==> config.mk <==
export PLATFORM = sky130hd
export DESIGN_NAME = pair_addr_seq
export DESIGN_NICKNAME = d
export VERILOG_FILES = /design/src/rtl/pairseq_pkg.sv /design/src/rtl/pair_walker.sv /design/src/rtl/lin_walker.sv /design/src/rtl/pair_addr_seq.sv
export SDC_FILE = /design/constraint.sdc
export NUM_CORES = 1
export LEC_CHECK = 0
export ABC_AREA = 1
export BUFFER_PORTS_ARGS = -buffer_cell sky130_fd_sc_hd__buf_4
export CORE_ASPECT_RATIO = 2
export CORE_UTILIZATION = 54
export CTS_BUF_LIST = sky130_fd_sc_hd__clkbuf_4 sky130_fd_sc_hd__clkbuf_8 sky130_fd_sc_hd__clkbuf_16
export DETAILED_ROUTE_END_ITERATION = 10
export GPL_TIMING_DRIVEN = 0
export PLACE_DENSITY = 0.74
export SLEW_MARGIN = 20
export SYNTH_ARGS = -nofsm -noshare
export SYNTH_HDL_FRONTEND = slang
export SYNTH_SLANG_ARGS = --single-unit
export TNS_END_PERCENT = 10
==> constraint.sdc <==
create_clock -name clk -period 9.83 [get_ports clk]
set_input_delay 1.966 -clock clk [delete_from_list [all_inputs] [get_ports clk]]
set_output_delay 1.966 -clock clk [all_outputs]
set_load 0.02 [all_outputs]
==> src/rtl/pairseq_pkg.sv <==
package pairseq_pkg;

    typedef enum logic [1:0] {
        ST_IDLE = 2'd0,
        ST_RUN  = 2'd1,
        ST_DONE = 2'd2
    } seq_state_e;

    typedef enum logic {
        WALK_FWD = 1'b0,
        WALK_REV = 1'b1
    } walk_dir_e;

    typedef enum logic {
        KIND_PAIR   = 1'b0,
        KIND_SINGLE = 1'b1
    } walk_kind_e;

    typedef struct packed {
        walk_dir_e  dir;
        walk_kind_e kind;
    } walk_cfg_t;

    function automatic walk_cfg_t make_cfg(input logic rev, input logic single);
        walk_cfg_t c;
        c.dir  = rev    ? WALK_REV    : WALK_FWD;
        c.kind = single ? KIND_SINGLE : KIND_PAIR;
        return c;
    endfunction

endpackage

==> src/rtl/pair_walker.sv <==
module pair_walker
    import pairseq_pkg::*;
#(
    parameter int CW = 5
) (
    input  logic [CW-1:0] i_cur,
    input  logic [CW-1:0] j_cur,
    input  logic [CW-1:0] n_cnt,
    input  walk_dir_e     dir,
    output logic [CW-1:0] i_nxt,
    output logic [CW-1:0] j_nxt,
    output logic [CW-1:0] i_init,
    output logic [CW-1:0] j_init,
    output logic          at_end
);
    localparam logic [CW-1:0] ONE = CW'(1);
    localparam logic [CW-1:0] TWO = CW'(2);

    logic [CW-1:0] j_up;
    logic [CW-1:0] j_up_skip;
    logic [CW-1:0] j_dn;
    logic [CW-1:0] n_m1;
    logic [CW-1:0] n_m2;

    always_comb begin
        n_m1      = n_cnt - ONE;
        n_m2      = n_cnt - TWO;
        j_up      = j_cur + ONE;
        j_up_skip = (j_up == i_cur) ? (j_up + ONE) : j_up;
        j_dn      = j_cur - ONE;
        i_nxt     = i_cur;
        j_nxt     = j_cur;
        if (dir == WALK_FWD) begin
            i_init = '0;
            j_init = ONE;
            at_end = (i_cur == n_m1) && (j_cur == n_m2);
            if (j_up_skip >= n_cnt) begin
                i_nxt = i_cur + ONE;
                j_nxt = '0;
            end else begin
                j_nxt = j_up_skip;
            end
        end else begin
            i_init = n_m1;
            j_init = n_m2;
            at_end = (i_cur == '0) && (j_cur == ONE);
            if (j_cur == '0) begin
                i_nxt = i_cur - ONE;
                j_nxt = n_m1;
            end else if (j_dn == i_cur) begin
                j_nxt = j_dn - ONE;
            end else begin
                j_nxt = j_dn;
            end
        end
    end

endmodule

==> src/rtl/lin_walker.sv <==
module lin_walker
    import pairseq_pkg::*;
#(
    parameter int CW = 5
) (
    input  logic [CW-1:0] k_cur,
    input  logic [CW-1:0] n_cnt,
    input  walk_dir_e     dir,
    output logic [CW-1:0] k_nxt,
    output logic [CW-1:0] k_init,
    output logic          at_end
);
    localparam logic [CW-1:0] ONE = CW'(1);

    always_comb begin
        if (dir == WALK_FWD) begin
            k_init = '0;
            k_nxt  = k_cur + ONE;
            at_end = (k_cur == (n_cnt - ONE));
        end else begin
            k_init = n_cnt - ONE;
            k_nxt  = k_cur - ONE;
            at_end = (k_cur == '0);
        end
    end

endmodule

==> src/rtl/pair_addr_seq.sv <==
module pair_addr_seq
    import pairseq_pkg::*;
#(
    parameter int AW = 4
) (
    input  logic          clk,
    input  logic          rst,
    input  logic          start,
    input  logic          dir_rev,
    input  logic          single_mode,
    input  logic          advance,
    input  logic [AW:0]   n_locs,
    output logic [AW-1:0] addr_i,
    output logic [AW-1:0] addr_j,
    output logic          valid,
    output logic          first,
    output logic          last,
    output logic          done
);
    localparam int CW = AW + 1;

    seq_state_e    state_q;
    walk_cfg_t     cfg_q;
    walk_cfg_t     cfg_sel;
    logic [CW-1:0] n_q;
    logic [CW-1:0] n_sel;
    logic [CW-1:0] i_q;
    logic [CW-1:0] j_q;
    logic          first_q;

    logic [CW-1:0] p_i_nxt, p_j_nxt, p_i_init, p_j_init;
    logic          p_end;
    logic [CW-1:0] s_nxt, s_init;
    logic          s_end;
    logic          cur_end;

    // Configuration seen by the walkers: live inputs on a start cycle, latched otherwise.
    always_comb begin
        cfg_sel = start ? make_cfg(dir_rev, single_mode) : cfg_q;
        n_sel   = start ? n_locs : n_q;
    end

    pair_walker #(.CW(CW)) u_pair (
        .i_cur  (i_q),
        .j_cur  (j_q),
        .n_cnt  (n_sel),
        .dir    (cfg_sel.dir),
        .i_nxt  (p_i_nxt),
        .j_nxt  (p_j_nxt),
        .i_init (p_i_init),
        .j_init (p_j_init),
        .at_end (p_end)
    );

    lin_walker #(.CW(CW)) u_lin (
        .k_cur  (i_q),
        .n_cnt  (n_sel),
        .dir    (cfg_sel.dir),
        .k_nxt  (s_nxt),
        .k_init (s_init),
        .at_end (s_end)
    );

    assign cur_end = (cfg_q.kind == KIND_SINGLE) ? s_end : p_end;

    always_ff @(posedge clk) begin
        if (rst) begin
            state_q <= ST_IDLE;
            cfg_q   <= make_cfg(1'b0, 1'b0);
            n_q     <= '0;
            i_q     <= '0;
            j_q     <= '0;
            first_q <= 1'b0;
        end else if (start) begin
            state_q <= ST_RUN;
            cfg_q   <= cfg_sel;
            n_q     <= n_locs;
            first_q <= 1'b1;
            if (cfg_sel.kind == KIND_SINGLE) begin
                i_q <= s_init;
                j_q <= s_init;
            end else begin
                i_q <= p_i_init;
                j_q <= p_j_init;
            end
        end else if ((state_q == ST_RUN) && advance) begin
            first_q <= 1'b0;
            if (cur_end) begin
                state_q <= ST_DONE;
            end else if (cfg_q.kind == KIND_SINGLE) begin
                i_q <= s_nxt;
                j_q <= s_nxt;
            end else begin
                i_q <= p_i_nxt;
                j_q <= p_j_nxt;
            end
        end
    end

    assign valid  = (state_q == ST_RUN);
    assign done   = (state_q == ST_DONE);
    assign first  = valid && first_q;
    assign last   = valid && cur_end;
    assign addr_i = i_q[AW-1:0];
    assign addr_j = j_q[AW-1:0];

    // a start is followed by the first element of the run
    p_start_first_r2: assert property (@(posedge clk) disable iff (rst)
        start |=> (valid && first));

    // in pair mode the two ports never address the same location
    p_pair_distinct_r3: assert property (@(posedge clk) disable iff (rst)
        (valid && cfg_q.kind == KIND_PAIR) |-> (addr_i != addr_j));

    // every presented address lies inside the sampled memory size
    p_in_range_r11: assert property (@(posedge clk) disable iff (rst)
        valid |-> ((CW'(addr_i) < n_q) && (CW'(addr_j) < n_q)));

    // a stalled element stays put
    p_hold_r8: assert property (@(posedge clk) disable iff (rst)
        (valid && !advance && !start) |=> (valid && $stable(addr_i) && $stable(addr_j)));

    // taking the last element ends the run
    p_done_after_last_r9: assert property (@(posedge clk) disable iff (rst)
        (valid && last && advance && !start) |=> (done && !valid));

    // done persists until a new start
    p_done_sticky_r9: assert property (@(posedge clk) disable iff (rst)
        (done && !start) |=> done);

    // valid and done are exclusive
    p_excl_r9: assert property (@(posedge clk) disable iff (rst)
        $onehot0({valid, done}));

endmodule

==> impl_metrics.env, run 1 <==
export IMPL_status="finished, final reports clean"
export IMPL_cts_root_buffer="clkbuf_8"
export IMPL_drc=0
export IMPL_synthTopCellsByCount="nand2_1, inv_1, nand3_1"
export IMPL_skew_ns=0.00755
export IMPL_yosysWarnings=0
export IMPL_ff2ff_setup_slack_ns=5.24
export IMPL_htreeDepth=1
export IMPL_required_ns=7.86
export IMPL_cts_tree="yes"
export IMPL_cts_resized_gates=0
export IMPL_gr_usage_all_layers_pct=34.4
export IMPL_synth_compound_area_share_pct=11.7
export IMPL_ys_types=33
export IMPL_rows=34
export IMPL_post_place_ws_ns=3.89
export IMPL_yosys_area_top_type="nand2_1"
export IMPL_clock_path_buffers=2
export IMPL_synthCells=426
export IMPL_avgRoutedWirePerCell_um=15.5
export IMPL_clk_latency_ns=0.27
export IMPL_power_leakage_nw=1.50
export IMPL_cts_sinks=20
export IMPL_postLayoutCoreUtil_pct=63.4
export IMPL_grt_start_max_net_pins=13
export IMPL_die_w_um=49.9
export IMPL_cp_start_kind="primary input"
export IMPL_startpoint="start"
export IMPL_grt_first_pass_wirelength_um=12700
export IMPL_synth_area_top_cells="nand2_1, dfxtp_1, nand3_1, ha_1, inv_1"
export IMPL_io_pins=23
export IMPL_crit_reg2reg_launch="j_q[0]"
export IMPL_clk_pin_slew_ns=0.07
export IMPL_min_delay_start="first_q"
export IMPL_ant_nets=0
export IMPL_path_max_fanout=10
export IMPL_powerDensity_nw_per_um2=149
export IMPL_num_vias=2833
export IMPL_ys_ff_latch=20
export IMPL_synth_top_family_by_area="simple AND/OR/NAND/NOR gates"
export IMPL_syn_area_um2=2470
export IMPL_crit_end="last"
export IMPL_yosys_area_share_simple_pct=45.7
export IMPL_hold_path_class="flop to flop"
export IMPL_yosys_area_top_type_share_pct=21.1
export IMPL_yosysSeqAreaShare_pct=16.2
export IMPL_port_buffers=22
export IMPL_irDropWorstVdd_mv=0.155
export IMPL_ctsHoldBuffers=0
export IMPL_synth_most_common_cell="nand2_1"
export IMPL_async_flop_share_pct=0
export IMPL_gp_congestion=1.02
export IMPL_power_uw=414
export IMPL_worst_pin_slew_ns=0.654
export IMPL_r2r_cells=22
export IMPL_drive_gt1_share_pct=13.5
export IMPL_synthXorXnorAreaFrac_pct=2.48
export IMPL_syn_num_nets=457
export IMPL_drt_wl_total_um=7820
export IMPL_worst_slack_ns=3.80
export IMPL_crit_type="primary input to output pin"
export IMPL_dieHeight_um=97.7
export IMPL_dieArea_um2=4870
export IMPL_syn_to_final_growth_pct=12.3
export IMPL_synth_mux_area_fraction_pct=0
export IMPL_final_setup_tns_ns=0
export IMPL_final_nets=484
export IMPL_fin_crit_sh_pct=61.3
export IMPL_post_cts_buffers=0
export IMPL_layout_min_cycle_time_ns=6.03
export IMPL_grt_pass1_vias=2713
export IMPL_synth_flop_cell="dfxtp_1"
export IMPL_end_kind="output pin"
export IMPL_slew_violations=0
export IMPL_num_antenna_cells=0
export IMPL_synth_fa_ha_area_share_pct=10.4
export IMPL_r2r_end="j_q[2]"
export IMPL_dr_pass1_iters=5
export IMPL_first_iter_violations=130
export IMPL_rsz0062_at_grt="false"
export IMPL_hpwl_um=6110
export IMPL_antenna_found_initial=0
export IMPL_grt_ovfl_total=0
export IMPL_maxCapViolCount=0
export IMPL_setup_viol=0
export IMPL_syn_avg_cell_area_um2=5.81
export IMPL_finalHoldViolations=0
export IMPL_critPathArrivalTime_ns=4.06
export IMPL_initial_core_util_pct=56.5
export IMPL_cts_made_buffers=3
export IMPL_fmax_mhz=166
export IMPL_viasPerCell=5.60
export IMPL_synth_enable_flop_cells=0
export IMPL_core_area_um2=4380
export IMPL_slew_headroom_pct=56.0
-- how the worst min path moves through the flow --
stage / end / slack [ns] / depth (start not counted)
after global routing: first_q / 0.49 / 2
final: first_q / 0.47 / 2
after detailed placement: first_q / 0.46 / 2
after global placement: first_q / 0.45 / 2
after CTS: first_q / 0.47 / 2
after floorplan: first_q / 0.44 / 2
-- stage by stage --
stage,cells,hold WS (ns),cell area (um2)
floorplan,426,0.439,2470
global placement,502,0.448,2710
detailed placement,502,0.459,2710
CTS,506,0.470,2780
global route,506,0.488,2780
finish,506,0.473,2780
-- critical path: stages --
cell	delay, ns
buf_4	0.14
buf_6	0.14
nand2_1	0.05
nand2_1	0.08
inv_1	0.25
ha_1	0.28
inv_1	0.05
nand3_1	0.09
nand2_1	0.15
nand2_1	0.09
nand2_1	0.05
nor2_1	0.11
nand2_1	0.08
nor2_2	0.13
nand2_2	0.11
a21oi_1	0.14
buf_4	0.16
-- layout by cell type (no fill, tap or decap), types with 6 or more instances in the layout --
cell type | Yosys | routed
buf_4 | 9 | 31
ha_1 | 19 | 19
inv_1 | 53 | 53
xor2_1 | 6 | 6
nand2_2 | 8 | 8
o21ai_0 | 15 | 15
nand4_1 | 7 | 7
nor2_1 | 38 | 38
nand2_1 | 139 | 139
nand3_1 | 50 | 50
a21oi_1 | 24 | 24
dfxtp_1 | 20 | 20
-- where the power goes --
part | internal [mW] | switching [mW]
sequential | 0.0893 | 0.0156
combinational | 0.0804 | 0.144
clock | 0.0545 | 0.0298
-- state kept, by name, summed over array words and instances, names as in the netlist --
signal / count
i_q: 5
j_q: 5
n_q: 5
cfg_q: 2
state_q: 2
first_q: 1
-- layout make-up --
type,instances,area [um2]
clock buffers,3,41.3
multi-input cells,334,1740
plain buffers,17,128
inverters,55,206
well taps,54,67.6
repair buffers,22,165
flip-flops and latches,20,400
clock inverters,1,30.0
fillers,466,1600
-- routing by layer --
| layer | track usage [%] | wire length [um] | part of all wire, % | up-vias |
|---|---|---|---|---|
| met1 | 35.2 | 2920 | 37 | 1263 |
| met4 | 23.5 | 515 | 6.6 | 0 |
| li1 | - | - | - | 1418 |
| met2 | 61.7 | 4000 | 51 | 111 |
| met3 | 4.52 | 380 | 4.9 | 41 |
| met5 | 0 | 0 | 0 | - |
-- logic make-up (layout without fill, tap and decap cells) --
logic type,after synthesis,after routing
buf+inv,72,98
flops,20,20
xor+xnor,7,7
simple gates,256,256
fa+ha+maj,20,20
compound gates,51,51
No activity file was read; power rests on OpenSTA's default activity.
==> run 2, diff against run 1 <==
Settings changed: PLACE_DENSITY 0.74 to 0.76.
Clock period 9.83 ns to 5.1 ns, I/O delays scaled along.
==> impl_metrics.env, run 2 (synthesis gave the netlist of run 1 again) <==
export IMPL_cts_made_buffers=3
export IMPL_startpoint="j_q[0]"
export IMPL_port_buffers=22
export IMPL_dr_pass1_iters=4
export IMPL_maxCapViolCount=0
export IMPL_cts_root_buffer="clkbuf_8"
export IMPL_gr_usage_all_layers_pct=34.3
export IMPL_r2r_end="j_q[2]"
export IMPL_worst_pin_slew_ns=0.677
export IMPL_syn_to_final_growth_pct=12.3
export IMPL_grt_start_max_net_pins=13
export IMPL_required_ns=5.32
export IMPL_end_kind="flop"
export IMPL_final_cell_mix="nand2_1, inv_1, nand3_1, nor2_1, buf_4"
export IMPL_power_leakage_nw=1.50
export IMPL_post_cts_buffers=0
export IMPL_clk_latency_ns=0.27
export IMPL_grt_first_pass_wirelength_um=12800
export IMPL_clock_path_buffers=2
export IMPL_layout_min_cycle_time_ns=4.32
export IMPL_ant_nets=0
export IMPL_fin_crit_sh_pct=84.7
export IMPL_slew_headroom_pct=54.5
export IMPL_powerDensity_nw_per_um2=286
export IMPL_hpwl_um=6140
export IMPL_slew_violations=0
export IMPL_clk_pin_slew_ns=0.09
export IMPL_crit_type="flop to flop"
export IMPL_status="finished, final reports clean"
export IMPL_cts_resized_gates=0
export IMPL_fillers=469
export IMPL_cts_sinks=20
export IMPL_final_nets=484
export IMPL_core_area_um2=4380
export IMPL_fmax_mhz=231
export IMPL_crit_buf_inv=4
export IMPL_crit_reg2reg_launch="j_q[0]"
export IMPL_cp_cell_sequence="buf_2, inv_1, ha_1, inv_1, nand2_1, nand2_1, nor2_1, nand3_1, nor2_1, nand2_1, o21ai_0, ha_1, a21oi_1, o21a_1, nand3_1, nor3_1, o211ai_1, nand2_1, inv_1, nand3_1, nand2_1, nor2_1"
export IMPL_grt_pass1_vias=2756
export IMPL_ctsHoldBuffers=0
export IMPL_cp_start_kind="flop"
export IMPL_cts_tree="yes"
export IMPL_dieHeight_um=97.7
export IMPL_initial_core_util_pct=56.5
export IMPL_drive_gt1_share_pct=13.5
export IMPL_dieArea_um2=4870
export IMPL_path_max_fanout=10
export IMPL_critPathArrivalTime_ns=4.54
export IMPL_antenna_found_initial=0
export IMPL_cpMostUsedCell="nand2_1"
export IMPL_worst_hold_path_num_cells=2
export IMPL_drc=0
export IMPL_slowest_stage="nor3_1"
export IMPL_htreeDepth=1
export IMPL_num_vias=2816
export IMPL_avgRoutedWirePerCell_um=15.0
export IMPL_final_setup_tns_ns=0
export IMPL_r2r_cells=22
export IMPL_irDropWorstVdd_mv=0.232
export IMPL_die_w_um=49.9
export IMPL_power_uw=794
export IMPL_crit_end="j_q[2]"
export IMPL_drt_wl_total_um=7620
export IMPL_gp_congestion=0.987
export IMPL_num_antenna_cells=0
export IMPL_grt_ovfl_total=0
export IMPL_skew_ns=0.0155
export IMPL_finalHoldViolations=0
export IMPL_rsz0062_at_grt="false"
export IMPL_io_pins=23
export IMPL_final_common_cell="nand2_1"
export IMPL_rows=34
export IMPL_setup_viol=0
export IMPL_cp_depth=22
export IMPL_first_iter_violations=104
export IMPL_hold_path_class="flop to flop"
export IMPL_reg_largest_list="i_q x5, j_q x5, n_q x5"
export IMPL_critPathTopFamily="simple AND/OR/NAND/NOR gates"
export IMPL_viasPerCell=5.57
export IMPL_cp_slowest_stage_delay_ns=0.55
export IMPL_ff2ff_setup_slack_ns=0.78
## run 2: how the worst min path moves through the flow
stage / start / to / slack, ns
2_1_floorplan: first_q / first_q / 0.44
4_1_cts: first_q / first_q / 0.47
3_5_place_dp: first_q / first_q / 0.46
3_3_place_gp: first_q / first_q / 0.45
5_1_grt: first_q / first_q / 0.50
6_report: first_q / first_q / 0.47
## run 2: routing by layer
layer	vias to the layer above	track usage (%)	wire, um
li1	1409	-	-
met1	1283	35.0	2860
met2	94	64.1	4010
met3	30	3.12	304
met4	0	20.7	431
met5	-	0	0
## run 2: metrics by stage
stage	util (%)	area, um2	worst slack (ns)	instances	hold WS [ns]
finish	63.4	2780	0.779	506	0.469
global route	63.4	2780	0.342	506	0.499
CTS	63.4	2780	0.846	506	0.473
detailed placement	61.8	2710	0.885	502	0.462
global placement	61.8	2710	0.894	502	0.447
floorplan	-	2470	1.43	426	0.439
## run 2: tightest hold or removal path: cells and delay by family, from the launching register on
| kind | cells | cell delay, ns |
|---|---|---|
| and+or+nand+nor | 1 | 0.06 |
| AOI/OAI and AO/OA | 1 | 0.05 |
| DFF | 1 | 0.31 |
## run 2: layout make-up
type / instances / area (um2) / share of cell area, %
multi-input combinational: 334 / 1740 / 62.6
tap: 54 / 67.6 / 2.43
buffer: 17 / 128 / 4.59
clock inverter: 1 / 30.0 / 1.08
clock buffer: 3 / 41.3 / 1.49
inverter: 55 / 206 / 7.43
sequential: 20 / 400 / 14.4
timing repair buffer: 22 / 165 / 5.94
## run 2: report_power, final
| group | switching [mW] | internal, mW |
|---|---|---|
| Combinational | 0.275 | 0.154 |
| Clock | 0.0577 | 0.105 |
| Sequential | 0.0297 | 0.172 |
| Total | 0.363 | 0.431 |
